**src/rtl/text_addr_pkg.sv**
```systemverilog
package text_addr_pkg;

    // Scanning state of the address generator
    typedef enum logic [0:0] {
        ST_SCAN = 1'b0,   // rows still to be drawn
        ST_HALT = 1'b1    // all rows drawn, outputs frozen until frame end
    } scan_state_t;

endpackage

```
**src/rtl/tag_addr_ctr.sv**
```systemverilog
module tag_addr_ctr #(
    parameter int AW   = 10,
    parameter int LAST = 999
) (
    input  logic          clk,
    input  logic          rst_n,
    input  logic          clr,
    input  logic          reload,
    input  logic          step,
    input  logic [AW-1:0] reload_val,
    output logic [AW-1:0] addr
);

    localparam logic [AW-1:0] LAST_V = AW'(LAST);

    logic at_top;
    assign at_top = (addr == LAST_V);

    always_ff @(posedge clk or negedge rst_n) begin
        if (!rst_n) begin
            addr <= '0;
        end else if (clr) begin
            addr <= '0;
        end else if (reload) begin
            addr <= reload_val;
        end else if (step && !at_top) begin
            addr <= addr + 1'b1;
        end
    end

    AST_STEP_INC: assert property (@(posedge clk) disable iff (!rst_n)
        (step && !clr && !reload && !at_top) |=> (addr == $past(addr) + 1'b1));

    AST_SAT_HOLD: assert property (@(posedge clk) disable iff (!rst_n)
        (step && !clr && !reload && at_top) |=> (addr == LAST_V));

    AST_CLR_ZERO: assert property (@(posedge clk) disable iff (!rst_n)
        clr |=> (addr == '0));

endmodule

```
**src/rtl/tag_row_latch.sv**
```systemverilog
module tag_row_latch #(
    parameter int AW = 10
) (
    input  logic          clk,
    input  logic          rst_n,
    input  logic          clr,
    input  logic          capture,
    input  logic [AW-1:0] d,
    output logic [AW-1:0] q
);

    always_ff @(posedge clk or negedge rst_n) begin
        if (!rst_n) begin
            q <= '0;
        end else if (clr) begin
            q <= '0;
        end else if (capture) begin
            q <= d;
        end
    end

    AST_LATCH_KEEP: assert property (@(posedge clk) disable iff (!rst_n)
        (!clr && !capture) |=> $stable(q));

    AST_LATCH_TAKE: assert property (@(posedge clk) disable iff (!rst_n)
        (!clr && capture) |=> (q == $past(d)));

endmodule

```
**src/rtl/tag_line_ctr.sv**
```systemverilog
module tag_line_ctr #(
    parameter int LINES = 8,
    parameter int ROWS  = 25,
    parameter int LW    = 3,
    parameter int RW    = 5
) (
    input  logic          clk,
    input  logic          rst_n,
    input  logic          clr,
    input  logic          adv,
    output logic [LW-1:0] line,
    output logic          last_line,
    output logic          last_row
);

    localparam logic [LW-1:0] LINE_TOP = LW'(LINES - 1);
    localparam logic [RW-1:0] ROW_TOP  = RW'(ROWS - 1);

    logic [RW-1:0] row;

    assign last_line = (line == LINE_TOP);
    assign last_row  = (row == ROW_TOP);

    always_ff @(posedge clk or negedge rst_n) begin
        if (!rst_n) begin
            line <= '0;
            row  <= '0;
        end else if (clr) begin
            line <= '0;
            row  <= '0;
        end else if (adv) begin
            if (last_line) begin
                line <= '0;
                row  <= row + 1'b1;
            end else begin
                line <= line + 1'b1;
            end
        end
    end

    AST_LINE_WRAP: assert property (@(posedge clk) disable iff (!rst_n)
        (adv && !clr && last_line) |=> (line == '0));

    AST_LINE_STEP: assert property (@(posedge clk) disable iff (!rst_n)
        (adv && !clr && !last_line) |=> (line == $past(line) + 1'b1));

endmodule

```
**src/rtl/text_addr_gen.sv**
```systemverilog
module text_addr_gen #(
    parameter int COLS  = 40,
    parameter int ROWS  = 25,
    parameter int LINES = 8
) (
    input  logic                              clk,
    input  logic                              rst_n,
    input  logic                              vis_en,
    input  logic                              line_end,
    input  logic                              frame_end,
    output logic [$clog2(COLS*ROWS)-1:0]      scr_addr,
    output logic [$clog2(LINES)-1:0]          scan_line
);

    import text_addr_pkg::*;

    localparam int CELLS = COLS * ROWS;
    localparam int AW    = $clog2(CELLS);
    localparam int LW    = $clog2(LINES);
    localparam int RW    = $clog2(ROWS);
    localparam logic [AW-1:0] LAST_V = AW'(CELLS - 1);

    scan_state_t state_q, state_d;

    logic          do_clr, do_reload, do_step, do_capture, do_line_adv;
    logic          last_line, last_row;
    logic [AW-1:0] row_start;

    // State register
    always_ff @(posedge clk or negedge rst_n) begin
        if (!rst_n) begin
            state_q <= ST_SCAN;
        end else begin
            state_q <= state_d;
        end
    end

    // Next state
    always_comb begin
        state_d = state_q;
        unique case (state_q)
            ST_SCAN: begin
                if (frame_end) begin
                    state_d = ST_SCAN;
                end else if (line_end && last_line && last_row) begin
                    state_d = ST_HALT;
                end
            end
            ST_HALT: begin
                if (frame_end) begin
                    state_d = ST_SCAN;
                end
            end
            default: state_d = ST_SCAN;
        endcase
    end

    // Output controls, priority frame_end > line_end > vis_en
    always_comb begin
        do_clr      = frame_end;
        do_reload   = 1'b0;
        do_step     = 1'b0;
        do_capture  = 1'b0;
        do_line_adv = 1'b0;
        unique case (state_q)
            ST_SCAN: begin
                if (!frame_end) begin
                    if (line_end) begin
                        if (!last_line) begin
                            do_reload   = 1'b1;
                            do_line_adv = 1'b1;
                        end else if (!last_row) begin
                            do_capture  = 1'b1;
                            do_line_adv = 1'b1;
                        end
                    end else if (vis_en) begin
                        do_step = 1'b1;
                    end
                end
            end
            ST_HALT: begin
                do_reload = 1'b0;
            end
            default: do_reload = 1'b0;
        endcase
    end

    tag_addr_ctr #(
        .AW   (AW),
        .LAST (CELLS - 1)
    ) addr_ctr_i (
        .clk        (clk),
        .rst_n      (rst_n),
        .clr        (do_clr),
        .reload     (do_reload),
        .step       (do_step),
        .reload_val (row_start),
        .addr       (scr_addr)
    );

    tag_row_latch #(
        .AW (AW)
    ) row_latch_i (
        .clk     (clk),
        .rst_n   (rst_n),
        .clr     (do_clr),
        .capture (do_capture),
        .d       (scr_addr),
        .q       (row_start)
    );

    tag_line_ctr #(
        .LINES (LINES),
        .ROWS  (ROWS),
        .LW    (LW),
        .RW    (RW)
    ) line_ctr_i (
        .clk       (clk),
        .rst_n     (rst_n),
        .clr       (do_clr),
        .adv       (do_line_adv),
        .line      (scan_line),
        .last_line (last_line),
        .last_row  (last_row)
    );

    AST_ADDR_MAX: assert property (@(posedge clk) disable iff (!rst_n)
        scr_addr <= LAST_V);

    AST_IDLE_HOLD: assert property (@(posedge clk) disable iff (!rst_n)
        (!vis_en && !line_end && !frame_end) |=> ($stable(scr_addr) && $stable(scan_line)));

    AST_RELOAD: assert property (@(posedge clk) disable iff (!rst_n)
        (state_q == ST_SCAN && !frame_end && line_end && !last_line) |=> (scr_addr == $past(row_start)));

    AST_EOL_WINS: assert property (@(posedge clk) disable iff (!rst_n)
        (state_q == ST_SCAN && !frame_end && line_end && vis_en && last_line && !last_row) |=> $stable(scr_addr));

    AST_FRAME_CLR: assert property (@(posedge clk) disable iff (!rst_n)
        frame_end |=> (scr_addr == '0 && scan_line == '0 && state_q == ST_SCAN));

    AST_HALT_FROZEN: assert property (@(posedge clk) disable iff (!rst_n)
        (state_q == ST_HALT && !frame_end) |=> ($stable(scr_addr) && $stable(scan_line)));

endmodule

```
**config.mk**
```make
export PLATFORM = sky130hd
export DESIGN_NAME = text_addr_gen
export DESIGN_NICKNAME = d
export VERILOG_FILES = /design/src/rtl/text_addr_pkg.sv /design/src/rtl/tag_addr_ctr.sv /design/src/rtl/tag_row_latch.sv /design/src/rtl/tag_line_ctr.sv /design/src/rtl/text_addr_gen.sv
export SDC_FILE = /design/constraint.sdc
export NUM_CORES = 1
export LEC_CHECK = 0
export ABC_AREA = 1
export BUFFER_PORTS_ARGS = -buffer_cell sky130_fd_sc_hd__buf_2
export CORE_ASPECT_RATIO = 0.8
export CORE_MARGIN = 3
export CORE_UTILIZATION = 50
export CTS_BUF_LIST = sky130_fd_sc_hd__clkbuf_4 sky130_fd_sc_hd__clkbuf_8 sky130_fd_sc_hd__clkbuf_16
export CTS_CLUSTER_SIZE = 28
export DETAILED_ROUTE_END_ITERATION = 16
export GPL_TIMING_DRIVEN = 0
export PLACE_DENSITY_LB_ADDON = 0.2
export SYNTH_ARGS = -nofsm -noshare
export SYNTH_HDL_FRONTEND = slang
export SYNTH_HIERARCHICAL = 1
export SYNTH_SLANG_ARGS = --single-unit
export TNS_END_PERCENT = 20
```
**constraint.sdc**
```tcl
create_clock -name clk -period 2.3 [get_ports clk]
set_input_delay 0.115 -clock clk [delete_from_list [all_inputs] [get_ports clk]]
set_output_delay 0.115 -clock clk [all_outputs]
set_load 0.02 [all_outputs]
```
==> results of run 1 <==
==> metal layers <==
layer  routed length [µm]  vias to the layer above
li1                     -                      778
met1                 1890                      677
met2                 1540                       31
met3                  193                        7
met4                   72                        0
met5                    0                        -
==> cells in the final DEF (no fill, tap or decap), types with 4 or more instances in the layout <==
cell	count
nand2_1	83
dfrtp_1	29
nand3_1	28
buf_2	17
inv_1	16
nor2_1	15
o21ai_0	8
a21oi_1	5
inv_2	5
ha_1	5
clkbuf_8	5
nand2_2	4
nor2_2	4
nand4_1	4
==> stage by stage <==
step | util, % | std cells | area [µm²] | setup WS (ns) | hold slack, ns
floorplan | - | 228 | 1720 | 0.479 | -0.181
global placement | 58.3 | 285 | 1850 | 0.450 | 0.185
detailed placement | 58.3 | 285 | 1850 | 0.392 | 0.189
CTS | 61.3 | 294 | 1950 | 0.379 | 0.167
global route | 61.3 | 294 | 1950 | 0.229 | 0.218
finish | 61.3 | 294 | 1950 | 0.387 | 0.169
==> kinds of logic after synthesis <==
family | share of synthesized area (%)
buf+inv | 7.51
flops | 42.3
mux | 0.583
simple gates | 40.5
fa+ha+maj | 3.64
compound gates | 5.47
==> tightest hold or removal path: cells and delay by family <==
family	cells	cell delay, ns
buffers and inverters	2	0.14
AND/OR/NAND/NOR	3	0.15
==> flip-flops by register name, summed over array words and instances, names as in the netlist <==
| name | cells |
|---|---|
| line_ctr_i/row | 5 |
| addr_ctr_i/addr | 10 |
| state_q | 1 |
| row_latch_i/q | 10 |
| line_ctr_i/line | 3 |
==> power breakdown <==
part	internal (mW)	total [mW]	switching [mW]
clock	0.221	0.416	0.195
combinational	0.0412	0.128	0.0868
sequential	0.524	0.541	0.0163
==> final timing paths <==
kind	start	endpoint	slack, ns	depth (start not counted)
min	line_end	state_q	0.17	5
max in group asynchronous	rst_n	line_ctr_i/line[1]	1.50	2
min reg2reg	row_latch_i/q[9]	row_latch_i/q[9]	0.47	2
max	line_ctr_i/line[0]	line_ctr_i/row[3]	0.39	10
min in group asynchronous	rst_n	line_ctr_i/row[1]	0.38	2
max reg2reg	line_ctr_i/line[0]	line_ctr_i/row[3]	0.39	10
==> layout make-up <==
type | count | area, µm²
fillers | 285 | 1230
multi-input cells | 173 | 862
flip-flops and latches | 29 | 726
repair buffers | 18 | 95.1
inverters | 22 | 87.6
clock buffers | 6 | 76.3
well taps | 40 | 50.0
plain buffers | 4 | 41.3
clock inverters | 2 | 10.0
==> metrics.csv, run 1 <==
stage;metric;value;unit
run_status;outcome;completed;
setup_path;CP max-delay cell;dfrtp_1;
clock_tree;CTS tree;yes;
logic_synthesis;dominant cell type by area after synthesis;dfrtp_1;
place;port bufs;17;
logic_synthesis;synthesized area;1720;µm²
logic_synthesis;post-synthesis sequential area ratio;42.3;%
timing;Final setup viols;0;
setup_path;Worst Setup End Kind;register;
setup_path;critical path arrival;2.09;ns
floorplanning;Vert. Die Dim;58.4;µm
logic_synthesis;Synthesis Warnings;6;
clock_tree;clk_lat worst skew;0.28;ns
floorplanning;core area;3180;µm²
setup_path;CP Data Required Time;2.48;ns
drt;drt wl/cell;12.5;µm
clock_tree;CTS Hold Buffers Added;1;
drt;vias;1493;
logic_synthesis;asr flop ratio synth;100;%
setup_path;critical path type;reg2reg;
clock_tree;clock sink count;29;
clock_tree;H-tree depth;2;
timing;Min Clock Period, post-route;1.91;ns
timing;clk_skew;0.00585;ns
power;Static Leakage;1.03;nW
logic_synthesis;Seq cells post-synth;29;
logic_synthesis;Gate Count Post-Synth;228;
power;PD cells;557;nW/µm²
place;HPWL after detailed placement;2.58;mm
timing;fin. max-slew vios;0;
grt;GR Layer Usage met1;27.1;%
logic_synthesis;syn_nets;238;
drt;Antenna Nets Post-Route;0;
setup_path;Worst path top cell family by delay;simple AND/OR/NAND/NOR gates;
place;gpl congestion;0.843;
clock_tree;CTS buffer count;5;
setup_path;crit start category;register;
grt;gr usage total;19.7;%
logic_synthesis;Top FF cell, synth;dfrtp_1;
finish;ANT cells;0;
floorplanning;num rows;18;
grt;total gr overflow;0;
drt;Detailed Route WL;3.69;mm
floorplanning;Die Area;4180;µm²
clock_tree;clk root buf;clkbuf_8;
timing;fin crit share;83.2;%
timing;Max Clk Rate;523;MHz
power;Max IR drop VDD;0.000399;V
floorplanning;top-level I/O count;18;
finish;NumNets Final;263;
grt;met3 usage;5.80;%
logic_synthesis;top cells by count, synth;83 x nand2_1, 29 x dfrtp_1, 28 x nand3_1, 16 x inv_1, 15 x nor2_1;
logic_synthesis;EDFF count, synth;0;
clock_tree;clock-pin slew on the worst setup and hold paths;0.07;ns
setup_path;CP max stage delay;0.40;ns
timing;Worst slew margin;57.7;%
logic_synthesis;synth unique cells;26;
clock_tree;cts repair resizes;0;
grt;vias in the first global route;1346;
grt;antenna violations before repair;0;
floorplanning;die extent in x;71.5;µm
logic_synthesis;Yosys top cell area share;42.3;%
grt;gr busiest metal;met2;
grt;first-pass GRT wire length;6.25;mm
grt;met2 global-route usage;28.0;%
run;number of max-cap violations;0;
logic_synthesis;cell with the most instances after synthesis;nand2_1;
clock_tree;Clock Path Buffers;2;
drt;DRT iter0 DRCs;115;
power;power after layout;1.08;mW
worst_hold_path;Hold/Removal Path Class;in2reg;
logic_synthesis;largest cells by area after synthesis;dfrtp_1 42%, nand2_1 18%, nand3_1 8.2%;
setup_path;CP cell instances;ha_1 -> ha_1 -> nand2_1 -> inv_1 -> nor2_1 -> nor2_4 -> nor2_8 -> nand3_1 -> nand2_1 -> nor2_1;
setup_path;buffer and inverter count on the worst path;1;
drt;drt pass-1 iters;4;
timing;Hold Violations, Final;0;
finish;ratio of cells with drive above 1 in the final layout;20.5;%
grt;pin count of the biggest net entering global routing;30;
timing;RSZ-0062 raised after global routing;false;
timing;TNS Setup;0;ns
timing;worst slew pin tran;0.635;ns
clock_tree;setup bufs post-CTS;0;
logic_synthesis;Syn Area/Cell;7.53;µm²
floorplanning;starting density of the core;54.1;%
finish;Syn-to-layout area delta;13.5;%
drt;DRC viols;0;
setup_path;maximum net fanout on the critical path;10;
drt;Vias/cell;5.08;
No activity file was read; power rests on OpenSTA's default activity.
==> inputs of run 2 (changes only) <==
--- a/config.mk
+++ b/config.mk
@@ -5,7 +5,7 @@
 export SDC_FILE = /design/constraint.sdc
 export NUM_CORES = 1
 export LEC_CHECK = 0
-export ABC_AREA = 1
+export ABC_AREA = 0
 export BUFFER_PORTS_ARGS = -buffer_cell sky130_fd_sc_hd__buf_2
 export CORE_ASPECT_RATIO = 0.8
 export CORE_MARGIN = 3
==> constraint.sdc (replaced) <==
create_clock -name clk -period 1.7 [get_ports clk]
set_input_delay 0.085 -clock clk [delete_from_list [all_inputs] [get_ports clk]]
set_output_delay 0.085 -clock clk [all_outputs]
set_load 0.02 [all_outputs]
==> run 2 against run 1 <==
The flow now finishes with violations (setup timing). Clock skew decreased by 0.0030 ns. Critical path type unchanged. Register-to-register slack got worse by 0.61 ns. Clock power up 41%. Die area fell by 7.7%. Largest power group unchanged. Largest cell class unchanged. Synthesized cell count decreased by 32%.
==> metrics.csv, run 2 <==
stage;metric;value;unit
timing;Hold Violations, Final;0;
place;gpl congestion;0.793;
floorplanning;num rows;17;
logic_synthesis;top cells by count, synth;29 x dfrtp_1, 25 x nor2_1, 13 x mux2i_1, 9 x o21ai_0, 7 x or3_1;
run_status;outcome;complete, but fails checks;
timing;fin crit share;113;%
setup_path;r2r startpoint;state_q;
timing;TNS Setup;-1.78;ns
setup_path;CP endpoint;addr_ctr_i/addr[0];
finish;Syn-to-layout area delta;35.1;%
drt;Vias/cell;6.03;
grt;gr usage total;22.0;%
floorplanning;starting density of the core;54.7;%
timing;Min Clock Period, post-route;1.93;ns
grt;total gr overflow;0;
clock_tree;clk_lat worst skew;0.28;ns
setup_path;critical path type;reg2reg;
clock_tree;clock sink count;29;
grt;vias in the first global route;1348;
setup_path;critical path arrival;2.12;ns
logic_synthesis;Yosys top cell area share;46.2;%
finish;ANT cells;0;
setup_path;reg2reg end;addr_ctr_i/addr[0];
power;PD cells;715;nW/µm²
finish;commonest non-fill, non-tap cells in the layout;27 x dfrtp_1, 24 x nor2_1, 19 x buf_4;
logic_synthesis;cell with the most instances after synthesis;dfrtp_1;
finish;NumNets Final;211;
timing;Worst slew margin;55.5;%
grt;first-pass GRT wire length;6.36;mm
place;placed cell area;1750;µm²
floorplanning;core area;2870;µm²
run_status;failing checks;setup timing;
clock_tree;clk root buf;clkbuf_8;
logic_synthesis;largest cells by area after synthesis;dfrtp_1 46%, mux2i_1 8.3%, nor2_1 6.0%;
timing;Setup WS post-layout;-0.225;ns
setup_path;setup slack, reg-to-reg;-0.23;ns
setup_path;crit start category;register;
logic_synthesis;Gate Count Post-Synth;155;
logic_synthesis;EDFF count, synth;0;
finish;ratio of cells with drive above 1 in the final layout;38.6;%
drt;drt pass-1 iters;4;
worst_hold_path;Hold/Removal Path Class;in2reg;
setup_path;maximum net fanout on the critical path;5;
setup_path;r2r worst-path depth;6;
drt;Detailed Route WL;4.15;mm
floorplanning;Die Area;3860;µm²
clock_tree;Clock Path Buffers;2;
logic_synthesis;Synthesis Warnings;6;
place;port bufs;17;
place;HPWL after detailed placement;2.42;mm
worst_hold_path;worst hold path startpoint;frame_end;
logic_synthesis;synthesized area;1570;µm²
logic_synthesis;Top FF cell, synth;dfrtp_1;
floorplanning;top-level I/O count;18;
setup_path;CP startpoint;state_q;
logic_synthesis;post-synthesis sequential area ratio;46.2;%
clock_tree;CTS tree;yes;
run;number of max-cap violations;0;
grt;pin count of the biggest net entering global routing;30;
clock_tree;CTS buffer count;5;
finish;most common cell after layout, fill and taps aside;dfrtp_1;
logic_synthesis;dominant cell type by area after synthesis;dfrtp_1;
floorplanning;die extent in x;68.7;µm
logic_synthesis;Syn Area/Cell;10.1;µm²
timing;Final setup viols;22;
drt;DRC viols;0;
finish;biggest regs;addr_ctr_i/addr (10), row_latch_i/q (10), line_ctr_i/row (5);
clock_tree;H-tree depth;2;
timing;clk_skew;0.00288;ns
setup_path;CP Data Required Time;1.89;ns
drt;DRT iter0 DRCs;126;
drt;drt wl/cell;17.3;µm
timing;Max Clk Rate;519;MHz
logic_synthesis;syn_nets;165;
timing;worst slew pin tran;0.668;ns
drt;vias;1448;
drt;Antenna Nets Post-Route;0;
timing;fin. max-slew vios;0;
setup_path;Worst Setup End Kind;register;
logic_synthesis;asr flop ratio synth;100;%
logic_synthesis;synth unique cells;39;
grt;antenna violations before repair;0;
timing;RSZ-0062 raised after global routing;true;
clock_tree;clock-pin slew on the worst setup and hold paths;0.06;ns
floorplanning;Vert. Die Dim;56.1;µm
power;Static Leakage;0.927;nW
power;power after layout;1.52;mW
finish;post-route cell area;2120;µm²
logic_synthesis;Seq cells post-synth;29;
power;Max IR drop VDD;0.000465;V
==> run 2: changes by cell type after synthesis, moves of 4 or more <==
cell	delta
inv_1	-11
or3_1	+7
mux2i_1	+12
nand3_1	-24
nand2_1	-77
nor2_1	+10
nand2_2	-4
inv_2	-5
a311oi_1	+5
nor2_2	-4
==> run 2: how the worst min path moves through the flow <==
stage / to / slack [ns] / cells after the start
after floorplan: addr_ctr_i/addr[0] / -0.21 / 0
after global placement: line_ctr_i/row[4] / 0.15 / 1
after detailed placement: row_latch_i/q[0] / 0.15 / 1
after CTS: state_q / 0.06 / 2
after global routing: state_q / 0.08 / 2
final: state_q / 0.06 / 2
==> run 2: kinds of logic (layout without fill, tap and decap cells) <==
kind of cell    count (synthesis)  after routing  synth area share, %
simple gates                   63             63                 22.5
buf+inv                        12             59                 4.14
fa+ha+maj                       5              5                 3.98
compound gates                 31             31                 13.9
xor+xnor                        2              2                 1.11
flops                          29             29                 46.2
mux                            13             13                 8.28
==> run 2: layer usage <==
metal,vias up,global-route usage (%),routed length [µm]
met5,-,0,0
met2,68,30.6,1870
met3,10,8.28,381
li1,668,-,-
met1,702,31.9,1830
met4,0,5.67,72
==> run 2: layout make-up <==
| type | count | area (µm²) |
|---|---|---|
| Multi-Input combinational cell | 114 | 892 |
| Fill cell | 203 | 748 |
| Sequential cell | 29 | 728 |
| Timing Repair Buffer | 39 | 278 |
| Clock buffer | 8 | 91.3 |
| Buffer | 7 | 63.8 |
| Tap cell | 38 | 47.5 |
| Inverter | 5 | 22.5 |
==> run 2: power by group <==
group	total, mW	internal [mW]	switching, mW
Clock	0.587	0.338	0.250
Sequential	0.742	0.707	0.0348
Combinational	0.190	0.0802	0.110
Total	1.52	1.12	0.394
==> run 2: through the flow <==
| step | hold slack [ns] | instances | util (%) | setup slack [ns] |
|---|---|---|---|---|
| 2_1_floorplan | -0.211 | 155 | - | -0.166 |
| 3_3_place_gp | 0.146 | 210 | 61.0 | -0.254 |
| 3_5_place_dp | 0.152 | 210 | 61.0 | -0.285 |
| 4_1_cts | 0.0616 | 227 | 67.6 | -0.205 |
| 5_1_grt | 0.0821 | 240 | 73.9 | -0.312 |
| 6_report | 0.0593 | 240 | 73.9 | -0.225 |
==> run 2: repair_timing <==
item,4_1_cts,5_1_grt
cloned,0,1
resized for setup,6,22
hold buffers,1,0
setup endpoints to repair,11,24
hold endpoints to repair,29,0
pin swaps,11,11
setup buffers,8,12
==> run 2: worst max-delay path: stages (launching register included) <==
cell and delay (ns):
dfrtp_1 0.42, or3b_4 0.43, nor2_4 0.10, buf_6 0.13, and3b_2 0.21, a2111o_1 0.37
a211oi_2 0.17
